--- config.mk ---
export PLATFORM = sky130hd
export DESIGN_NAME = updn_counter_stage
export DESIGN_NICKNAME = d
export VERILOG_FILES = /design/src/rtl/updn_stage_pkg.sv /design/src/rtl/updn_edge_sync.sv /design/src/rtl/updn_step_logic.sv /design/src/rtl/updn_counter_stage.sv
export SDC_FILE = /design/constraint.sdc
export NUM_CORES = 1
export LEC_CHECK = 0
export ABC_CLOCK_PERIOD_IN_PS = 1900
export BUFFER_PORTS_ARGS = -buffer_cell sky130_fd_sc_hd__buf_2
export CAP_MARGIN = 40
export CORE_MARGIN = 1.5
export CORE_UTILIZATION = 42
export CTS_BUF_LIST = sky130_fd_sc_hd__clkbuf_16
export DETAILED_ROUTE_END_ITERATION = 10
export GPL_TIMING_DRIVEN = 0
export PLACE_DENSITY_LB_ADDON = 0.25
export SLEW_MARGIN = 0
export SYNTH_ARGS = -nofsm -noshare
export SYNTH_HDL_FRONTEND = slang
export SYNTH_HIERARCHICAL = 1
export SYNTH_SLANG_ARGS = --single-unit
--- constraint.sdc ---
create_clock -name clk -period 1.9 [get_ports clk]
set_input_delay 0.285 -clock clk [delete_from_list [all_inputs] [get_ports clk]]
set_output_delay 0.285 -clock clk [all_outputs]
set_load 0.05 [all_outputs]
--- src/rtl/updn_stage_pkg.sv ---
package updn_stage_pkg;

    typedef enum logic [1:0] {
        ACT_HOLD = 2'd0,
        ACT_LOAD = 2'd1,
        ACT_UP   = 2'd2,
        ACT_DN   = 2'd3
    } stage_act_e;

endpackage

--- src/rtl/updn_edge_sync.sv ---
module updn_edge_sync #(
    parameter int STAGES = 2
) (
    input  logic clk,
    input  logic clr,
    input  logic async_in,
    output logic level,
    output logic rise
);
    logic [STAGES-1:0] sync_d, sync_q;
    logic              prev_d, prev_q;

    generate
        if (STAGES > 1) begin : g_chain
            always_comb sync_d = {sync_q[STAGES-2:0], async_in};
        end else begin : g_single
            always_comb sync_d = async_in;
        end
    endgenerate

    always_comb prev_d = sync_q[STAGES-1];

    // idle level of a count clock is high; clearing to 1 avoids a false edge
    always_ff @(posedge clk or posedge clr) begin
        if (clr) begin
            sync_q <= '1;
            prev_q <= 1'b1;
        end else begin
            sync_q <= sync_d;
            prev_q <= prev_d;
        end
    end

    assign level = sync_q[STAGES-1];
    assign rise  = sync_q[STAGES-1] & ~prev_q;
endmodule

--- src/rtl/updn_step_logic.sv ---
module updn_step_logic #(
    parameter bit DECIMAL = 1'b0,
    parameter int WIDTH   = 4
) (
    input  logic [WIDTH-1:0] cur,
    output logic [WIDTH-1:0] nxt_up,
    output logic [WIDTH-1:0] nxt_dn,
    output logic             at_top,
    output logic             at_zero
);
    localparam logic [WIDTH-1:0] TOP = DECIMAL ? WIDTH'(9) : {WIDTH{1'b1}};

    always_comb begin
        at_top  = (cur >= TOP);
        at_zero = (cur == '0);
        nxt_up  = (cur == TOP) ? '0 : WIDTH'(cur + 1'b1);
        nxt_dn  = at_zero ? TOP : WIDTH'(cur - 1'b1);
    end
endmodule

--- src/rtl/updn_counter_stage.sv ---
module updn_counter_stage
    import updn_stage_pkg::*;
#(
    parameter bit DECIMAL     = 1'b0,
    parameter int WIDTH       = 4,
    parameter int SYNC_STAGES = 2
) (
    input  logic             clk,
    input  logic             clr,
    input  logic             load_n,
    input  logic [WIDTH-1:0] data,
    input  logic             up_clk,
    input  logic             dn_clk,
    output logic [WIDTH-1:0] q,
    output logic             carry_n,
    output logic             borrow_n
);
    typedef struct packed {
        logic [WIDTH-1:0] cnt;
    } stage_state_t;

    stage_state_t st_d, st_q;
    stage_act_e   act;

    logic             up_lvl, up_rise, dn_lvl, dn_rise;
    logic [WIDTH-1:0] step_up, step_dn;
    logic             at_top, at_zero;

    updn_edge_sync #(.STAGES(SYNC_STAGES)) up_sync_i (
        .clk(clk), .clr(clr), .async_in(up_clk), .level(up_lvl), .rise(up_rise)
    );

    updn_edge_sync #(.STAGES(SYNC_STAGES)) dn_sync_i (
        .clk(clk), .clr(clr), .async_in(dn_clk), .level(dn_lvl), .rise(dn_rise)
    );

    updn_step_logic #(.DECIMAL(DECIMAL), .WIDTH(WIDTH)) step_i (
        .cur(st_q.cnt), .nxt_up(step_up), .nxt_dn(step_dn),
        .at_top(at_top), .at_zero(at_zero)
    );

    always_comb begin
        st_d = st_q;
        act  = ACT_HOLD;
        if (!load_n)                act = ACT_LOAD;
        else if (up_rise && dn_lvl) act = ACT_UP;
        else if (dn_rise && up_lvl) act = ACT_DN;
        case (act)
            ACT_LOAD: st_d.cnt = data;
            ACT_UP:   st_d.cnt = step_up;
            ACT_DN:   st_d.cnt = step_dn;
            default:  st_d.cnt = st_q.cnt;
        endcase
    end

    always_ff @(posedge clk or posedge clr) begin
        if (clr) st_q <= '0;
        else     st_q <= st_d;
    end

    assign q        = st_q.cnt;
    assign carry_n  = ~(at_top & ~up_lvl);
    assign borrow_n = ~(at_zero & ~dn_lvl);
endmodule

==> impl_metrics.toml, run 1 <==
[status]
status = "finished, final reports clean"

[global_routing]
track_usage_pct = 16.34
antenna_found_initial = 0
grt-ovfl-total = 0
grt_pass1_wl_um = 1676
grt_pass1_vias = 375
grt_max_degree = 11

[synth]
yosys.area_share.simple_pct = 26.40
synth_cell_types = 24
synth_area_leader_cell = "dfstp_2"
yosysMostFrequentCell = "inv_1"
synth_edf_count = 0
synthesis.nets = 68
synth_area_um2 = 601.8
netlist.area_leader.share_pct = 26.20
synthXorXnorAreaFrac_pct = 2.911
ys_warn_count = 6
synth-adder-area-share_pct = 4.158
ys_ff_latch = 10
synthArstFlopShare_pct = 100.0
synth_common_cells = "inv_1, dfstp_2"
synth-main-ff-cell = "dfstp_2"
synth_top_family_by_area = "simple AND/OR/NAND/NOR gates"
synthTopCellsByArea = "dfstp_2, dfrtp_1, mux2i_1"
avgSynthCellArea_um2 = 10.56
synth_cells = 57
synth_compound_area_share_pct = 10.81
synth_mux_area_share_pct = 6.653
synth-seq-area-share_pct = 42.83

[clock_tree]
post_cts.repair.setup_buffers = 0
cts_sinks = 10
clkTransAtPathRegs_ps = 40
cts_tree = "done"
cts_max_level = 1
cts-root-buf = "clkbuf_16"
cts_made_buffers = 3
clock_path_buffers = 2
clk_latency_ps = 230

[hold_path]
hold_start = "dn_clk"
hp-class = "in2reg"

[route]
first_iter_violations = 19
vias = 459
vias_per_cell = 5.044
ant_nets = 0
drc = 0
dr.pass1.iters = 4
routed_wl_um = 1110
wl_per_cell_um = 12.20

[critical_path]
cp_max_fo = 8
worstSetupPathType = "reg2out"
critPathLaunchType = "flop"
required_ps = 1620
r2r_start = "q[2]"
startpoint = "q[1]"
critPathArrivalTime_ps = 1520
setup.worst_path.end_class = "output port"

[placed_design]
io_buffers = 14
post_dp_cell_area_um2 = 690.7
post-place-ws_ps = 277.2
gp_congestion = 0.7723
hpwl_um = 764.2

[finish]
layout-drive-gt1-share_pct = 42.11
area_growth_pct = 30.56
multi_input_area_um2 = 311.5
regArea_um2 = 259.0
fillers = 117
finalInstanceArea_um2 = 785.8
nets = 88
num_antenna_cells = 0

[timing]
finClkSkew_ps = 2.215
holdWs_ps = 148.4
setup_viol = 0
maxSlewViolCount = 0
finalWorstSetupSlack_ps = 98.34
relSlewSlack_pct = 82.65
rsz0062_at_grt = "false"
min_period_ps = 1802
post-route-period-util_pct = 94.82
worstMarginPinSlew_ps = 260.3
finalHoldViolations = 0
setup_tns_ps = 0
max_freq_mhz = 555.0

[floorplan]
ios = 15
die_area_mm2 = 0.001669
fp.dieH_um = 40.86
placementRows = 13
start_util_pct = 45.68
core_area_mm2 = 0.001318
die_w_um = 40.86

[power_and_ir_drop]
p_leak_uw = 0.0003957
power.density_mw_per_mm2 = 1023
vdd_drop_max_mv = 1.040

[run]
cap_viol_max_count = 0
worst paths after layout:
path	endpoint	slack [ps]	cells after the start
worst max register to register	q[3]	420	5
max in group asynchronous	up_sync_i/prev_q	1190	3
worst max-delay path	borrow_n	100	5
worst min register to register	up_sync_i/sync_q[1]	350	0
worst min-delay path	dn_sync_i/sync_q[0]	150	1
min in group asynchronous	q[1]	520	3
placed cells by master, fill, tap and decap left out, types with 2 or more instances in the layout:
cell	netlist	final
clkbuf_16	0	3
a31oi_1	4	4
xor2_1	2	2
buf_2	0	14
dfstp_2	6	6
nor2b_1	4	4
o21ai_1	4	4
ha_1	2	2
nor2_1	2	2
mux2i_1	4	4
nand2b_1	3	3
inv_1	7	8
nand2_1	2	2
dfrtp_1	4	3
nor2b_4	2	2
state kept, by name, summed over array words and instances (netlist names):
signal and cells:
dn_sync_i/prev_q 1, dn_sync_i/sync_q 2, q 4, up_sync_i/prev_q 1, up_sync_i/sync_q 2
report_power, final:
part / leakage (µW) / switching [µW] / total (µW) / internal, µW
Clock: 0.0000423 / 93.1 / 368 / 275
Combinational: 0.000243 / 102 / 174 / 71.7
Sequential: 0.000110 / 24.8 / 262 / 237
worst max-delay path, cell delays in order, from the launching register on:
cell and delay [ps]:
dfrtp_1 450, inv_1 70, ha_1 220, nor3b_2 180, nand2b_1 90, buf_2 260
stage by stage:
step           power, µW  instances  utilization, %
2_1_floorplan      390.2         57               -
3_3_place_gp       428.5         86           52.42
3_5_place_dp       432.1         86           52.42
4_1_cts            809.8         91           59.16
5_1_grt            837.9         91           59.64
6_report           803.5         91           59.64
area by class of cell:
type                       instances  share of cell area, %
tap                               15                  2.389
multi-input combinational         39                  39.65
clock inverter                     1                 0.4777
buffer                             1                  1.433
sequential                        10                  32.96
inverter                           7                  3.344
timing repair buffer              15                  10.19
clock buffer                       3                  9.554
kinds of logic after synthesis:
logic type                 after synthesis
AOI/OAI and AO/OA                       10
xor gates and xnor gates                 2
adders and majority gates                2
buffers and inverters                    8
DFF                                     10
muxes                                    4
and+or+nand+nor                         21
timing repair:
action / in CTS / in global routing
endpoints found under the hold margin: 4 / 0
resized for setup: 0 / 2
hold buffers: 1 / 0
setup endpoints to repair: 0 / 1
per-layer routing:
layer	part of all wire [%]	GRT usage (%)	vias up
met2	48	25.00	10
li1	-	-	231
met4	1.4	10.00	0
met5	0	0	-
met1	48	20.96	216
met3	2.4	3.261	2
(Power assumes the default switching activity.)
==> run 2: changes to the inputs <==
RECOVER_POWER = 50   (was not set)
SETUP_SLACK_MARGIN = 0.02   (was not set)
==> run 2 against run 1 <==
  * Setup slack gained 17 ps
  * Sequential cell count is the same
  * Total power shrank 0.45%
  * Via count decreased by 2.2%
  * Global-route usage is 1.1 points higher
  * Sequential share of layout area increased by 0.053 points
  * Hold slack about the same
  * Non-clock buffer count stayed put
  * First-iteration DRC count is 63% lower
  * Sequential power barely moved
  * Count of clock-buffer cells in the layout unchanged
  * Fmax increased by 0.96%
==> impl_metrics.toml, run 2 (synthesis results as in run 1) <==
[status]
status = "finished, final reports clean"

[clock_tree]
cts-root-buf = "clkbuf_16"
cts_sinks = 10
cts_made_buffers = 3
cts_max_level = 1
clk_latency_ps = 230
cts_tree = "done"
post_cts.repair.setup_buffers = 0
clkTransAtPathRegs_ps = 40
clock_path_buffers = 2

[floorplan]
start_util_pct = 45.68
core_area_mm2 = 0.001318
die_area_mm2 = 0.001669
fp.dieH_um = 40.86
ios = 15
die_w_um = 40.86
placementRows = 13

[global_routing]
grt_pass1_vias = 413
grt_max_degree = 11
grt-ovfl-total = 0
track_usage_pct = 17.47
grt_pass1_wl_um = 1752
antenna_found_initial = 0

[power_and_ir_drop]
p_sw_uw = 217.8
total_power_uw = 799.9
vdd_drop_max_mv = 0.7528
p_leak_uw = 0.0003881
p_sw_share_pct = 27.23
internal_power_uw = 582.1
pwr-share-seq_pct = 32.7
power_frac_comb_pct = 21.8
power.density_mw_per_mm2 = 1020
p_clk_share_pct = 45.6

[route]
vias_per_cell = 4.934
vias = 449
met1Wirelength_um = 535
wl_per_cell_um = 13.04
first_iter_violations = 7
routed_wl_um = 1187
routed-wl-met2_um = 595
ant_nets = 0
met3_wirelength_um = 41
drc = 0
dr.max_layer_used = "met4"
dr.pass1.iters = 4

[placed_design]
hpwl_um = 891.4
gp_congestion = 0.7904
io_buffers = 14

[finish]
num_antenna_cells = 0
nets = 88
layout_commonest_cell = "buf_2"
final_cell_mix = "buf_2, inv_1"
layout-drive-gt1-share_pct = 38.16
area_growth_pct = 30.35
largest_reg_flops = 4

[timing]
min_period_ps = 1785
maxSlewViolCount = 0
finClkSkew_ps = 2.982
finalHoldViolations = 0
relSlewSlack_pct = 82.14
rsz0062_at_grt = "false"
worstMarginPinSlew_ps = 268.0
max_freq_mhz = 560.4
post-route-period-util_pct = 93.92
setup_tns_ps = 0
setup_viol = 0

[critical_path]
worstSetupPathType = "reg2out"
critPathArrivalTime_ps = 1500
cp_max_fo = 8
slowest_stage = "dfrtp_1"
path_cells = "inv_1 > ha_1 > nor3b_2 > nand2b_1 > buf_2"
setup.worst_path.end_class = "output port"
critPathLaunchType = "flop"
cp_slowest_stage_delay_ps = 460
required_ps = 1620
ff2ff_path_depth = 5

[run]
cap_viol_max_count = 0

[hold_path]
hp-class = "in2reg"
holdPathStages = 1
[run 2: changes by cell type in the layout (fill, tap and decap cells not counted)]
cell	change
buf_2	-1
clkbuf_1	+1
inv_1	-1
clkinv_1	+1
dfstp_1	+2
dfstp_2	-2
[run 2: stage by stage]
step / util [%] / instance area [µm²] / hold WS [ps] / worst slack [ps] / std cells
after detailed placement: 52.52 / 691.9 / 203.2 / 318.6 / 86
after floorplan: - / 603.1 / 51.01 / 72.51 / 57
final: 59.54 / 784.5 / 148.0 / 115.5 / 91
after global routing: 59.54 / 784.5 / 141.5 / 21.05 / 91
after CTS: 59.26 / 780.7 / 144.9 / 68.95 / 91
after global placement: 52.52 / 691.9 / 200.9 / 327.7 / 86
[run 2: cell type report]
| cell class | instances | area, µm² |
|---|---|---|
| clock inverters | 1 | 3.754 |
| clock buffers | 3 | 75.07 |
| plain buffers | 1 | 11.26 |
| multi-input cells | 39 | 311.5 |
| well taps | 15 | 18.77 |
| flip-flops and latches | 10 | 259.0 |
| fillers | 114 | 533.0 |
| repair buffers | 15 | 78.83 |
| inverters | 7 | 26.28 |
[run 2: worst paths after layout]
path	from	to	slack (ps)
setup / recovery	q[1]	borrow_n	120
hold / removal	dn_clk	dn_sync_i/sync_q[0]	150
setup reg to reg	q[2]	q[3]	370
hold reg to reg	dn_sync_i/sync_q[0]	dn_sync_i/sync_q[1]	360
max in group asynchronous	clr	q[0]	1190
min in group asynchronous	clr	q[3]	530
[run 2: timing repair]
action	CTS	global route
endpoints found under the hold margin	4	0
resized for setup	0	1
hold buffers	1	0
setup endpoints to repair	0	1
[run 2: worst max-delay path, delay by kind of cell (launching register included)]
family	cells	cell delay [ps]
simple gates	2	250
fa+ha+maj	1	230
buf+inv	2	330
flops	1	460
[run 2: layer usage]
metal  vias up  GRT usage (%)
li1        232              -
met1       205          18.84
met2         9          30.08
met3         3          4.891
met4         0          10.00
met5         -              0
[run 2: power groups by stage]
| stage | clock [µW] | combinational [µW] | sequential, µW |
|---|---|---|---|
| finish | 365 | 174 | 261 |
| CTS | 374 | 174 | 262 |
| global route | 385 | 190 | 266 |
| detailed placement | 0 | 171 | 264 |
| global placement | 0 | 167 | 262 |
| floorplan | 0 | 94.4 | 296 |
==> run 3: changes to the inputs <==
ABC_CLOCK_PERIOD_IN_PS = 2300   (was 1900)
clock period = 2.3 ns   (was 1.9 ns; I/O delays follow)
==> run 3 against run 2 <==
  * The flow now finishes with violations (negative hold slack)
  * Count of clock-buffer cells in the layout unchanged
  * Via count up 0.89%
  * Register-to-register slack better by 430 ps
  * Setup slack better by 210 ps
  * Non-clock buffer count down 1
  * Final cell count down 1.1%
  * Clock skew down 0.67 ps
  * First-iteration DRC count up 110%
  * Critical path type unchanged
  * Critical endpoint unchanged
  * Largest cell class unchanged
==> impl_metrics.toml, run 3 (synthesis results as in run 1) <==
[finish]
final_cell_mix = "buf_2, inv_1, dfstp_2"
final_util_pct = 58.31
nets = 87
largest_reg_flops = 4
finalInstanceArea_um2 = 768.2
layout_commonest_cell = "buf_2"
layout-drive-gt1-share_pct = 38.67
fillers = 119
regArea_um2 = 257.7
area_growth_pct = 27.65
multi_input_area_um2 = 306.5
num_antenna_cells = 0

[route]
routed_wl_um = 1071
wl_per_cell_um = 11.90
vias_per_cell = 5.033
ant_nets = 0
drc = 0
dr.pass1.iters = 4
vias = 453
first_iter_violations = 15

[clock_tree]
post_cts.repair.setup_buffers = 0
cts_resized = 0
clock_path_buffers = 2
cts_tree = "done"
clkTransAtPathRegs_ps = 40
cts_hold_buf = 0
cts_max_level = 1
cts_made_buffers = 3
cts-root-buf = "clkbuf_16"
cts_sinks = 10
clk_latency_ps = 230

[critical_path]
setup.worst_path.end_class = "output port"
slowest_stage = "dfrtp_1"
required_ps = 1960
critPathLaunchType = "flop"
critPathArrivalTime_ps = 1630
cp_max_fo = 10
cp.buffers_inverters = 2
cp_slowest_stage_delay_ps = 470
worstSetupPathType = "reg2out"
path_cells = "inv_1 > ha_1 > nor3b_1 > nand2b_1 > buf_2"
cp_top_family = "flip-flops"

[floorplan]
die_w_um = 40.86
core_area_mm2 = 0.001318
fp.dieH_um = 40.86
placementRows = 13
ios = 15
die_area_mm2 = 0.001669
start_util_pct = 45.68

[power_and_ir_drop]
power.density_mw_per_mm2 = 858.2
p_leak_uw = 0.0003879
internal_power_uw = 479.5
pwr-share-seq_pct = 32.6
power_frac_comb_pct = 21.3
p_sw_share_pct = 27.27
total_power_uw = 659.3
vdd_drop_max_mv = 0.8581
p_clk_share_pct = 46.1
p_sw_uw = 179.8

[timing]
maxSlewViolCount = 0
rsz0062_at_grt = "false"
setup_tns_ps = 0
finalHoldViolations = 3
min_period_ps = 1977
max_freq_mhz = 505.9
setup_viol = 0
post-route-period-util_pct = 85.94
finClkSkew_ps = 2.314
relSlewSlack_pct = 80.97
worstMarginPinSlew_ps = 284.9
holdWs_ps = -2.634

[global_routing]
grt_pass1_vias = 369
grt_pass1_wl_um = 1642
grt_max_degree = 11
antenna_found_initial = 0
grt-ovfl-total = 0
track_usage_pct = 16.00

[placed_design]
hpwl_um = 764.2
io_buffers = 14
gp_congestion = 0.7723
post_dp_cell_area_um2 = 690.7

[status]
violations = "negative hold slack"
status = "complete, but fails checks"

[run]
cap_viol_max_count = 0

[hold_path]
hp-class = "in2async"
## run 3: cell count changes in the layout (fill, tap and decap cells not counted), sizes merged
cell	before	now
inv	7	8
dlygate4sd3	1	0
clkinv	1	0
## run 3: area by class of cell
class | count | share of cell area, %
Timing Repair Buffer | 14 | 8.958
Clock inverter | 1 | 0.4886
Tap cell | 15 | 2.443
Inverter | 7 | 3.420
Sequential cell | 10 | 33.55
Buffer | 1 | 1.466
Clock buffer | 3 | 9.772
Multi-Input combinational cell | 39 | 39.90
## run 3: path summary, 6_finish.rpt
| check | slack, ps | start | endpoint | depth (start not counted) |
|---|---|---|---|---|
| min in group clk | 210 | dn_clk | dn_sync_i/sync_q[0] | 1 |
| worst min register to register | 350 | up_sync_i/sync_q[0] | up_sync_i/sync_q[1] | 0 |
| worst min-delay path | -3 | clr | q[0] | 2 |
| max in group asynchronous | 2110 | clr | up_sync_i/prev_q | 2 |
| worst max register to register | 800 | q[0] | q[0] | 6 |
| worst max-delay path | 320 | q[0] | borrow_n | 5 |
## run 3: routing by layer
metal,up-vias,GRT usage (%),wire length [µm]
li1,231,-,-
met4,0,10.00,16
met2,11,24.22,498
met1,209,20.62,519
met5,-,0,0
met3,2,3.261,36
## run 3: worst register-to-register path, stage by stage (launching register included)
cell and delay [ps]:
dfrtp_1 470, inv_1 100, ha_1 210, nor3b_1 290
nand2b_1 150, mux2i_1 70, o21ai_1 140
## run 3: power by group through the flow
stage | registers, µW | clock network (µW) | logic (µW)
final | 215 | 304 | 140
after floorplan | 244 | 0 | 78.1
after global placement | 216 | 0 | 138
after detailed placement | 217 | 0 | 140
after CTS | 216 | 311 | 141
after global routing | 219 | 316 | 154
## run 3: stage by stage
stage,hold slack [ps],cells,setup slack [ps]
after floorplan,111.1,57,356.2
after global placement,260.8,86,639.9
after detailed placement,259.4,86,617.2
after CTS,14.36,90,342.6
after global routing,29.74,90,242.4
final,-2.634,90,323.5
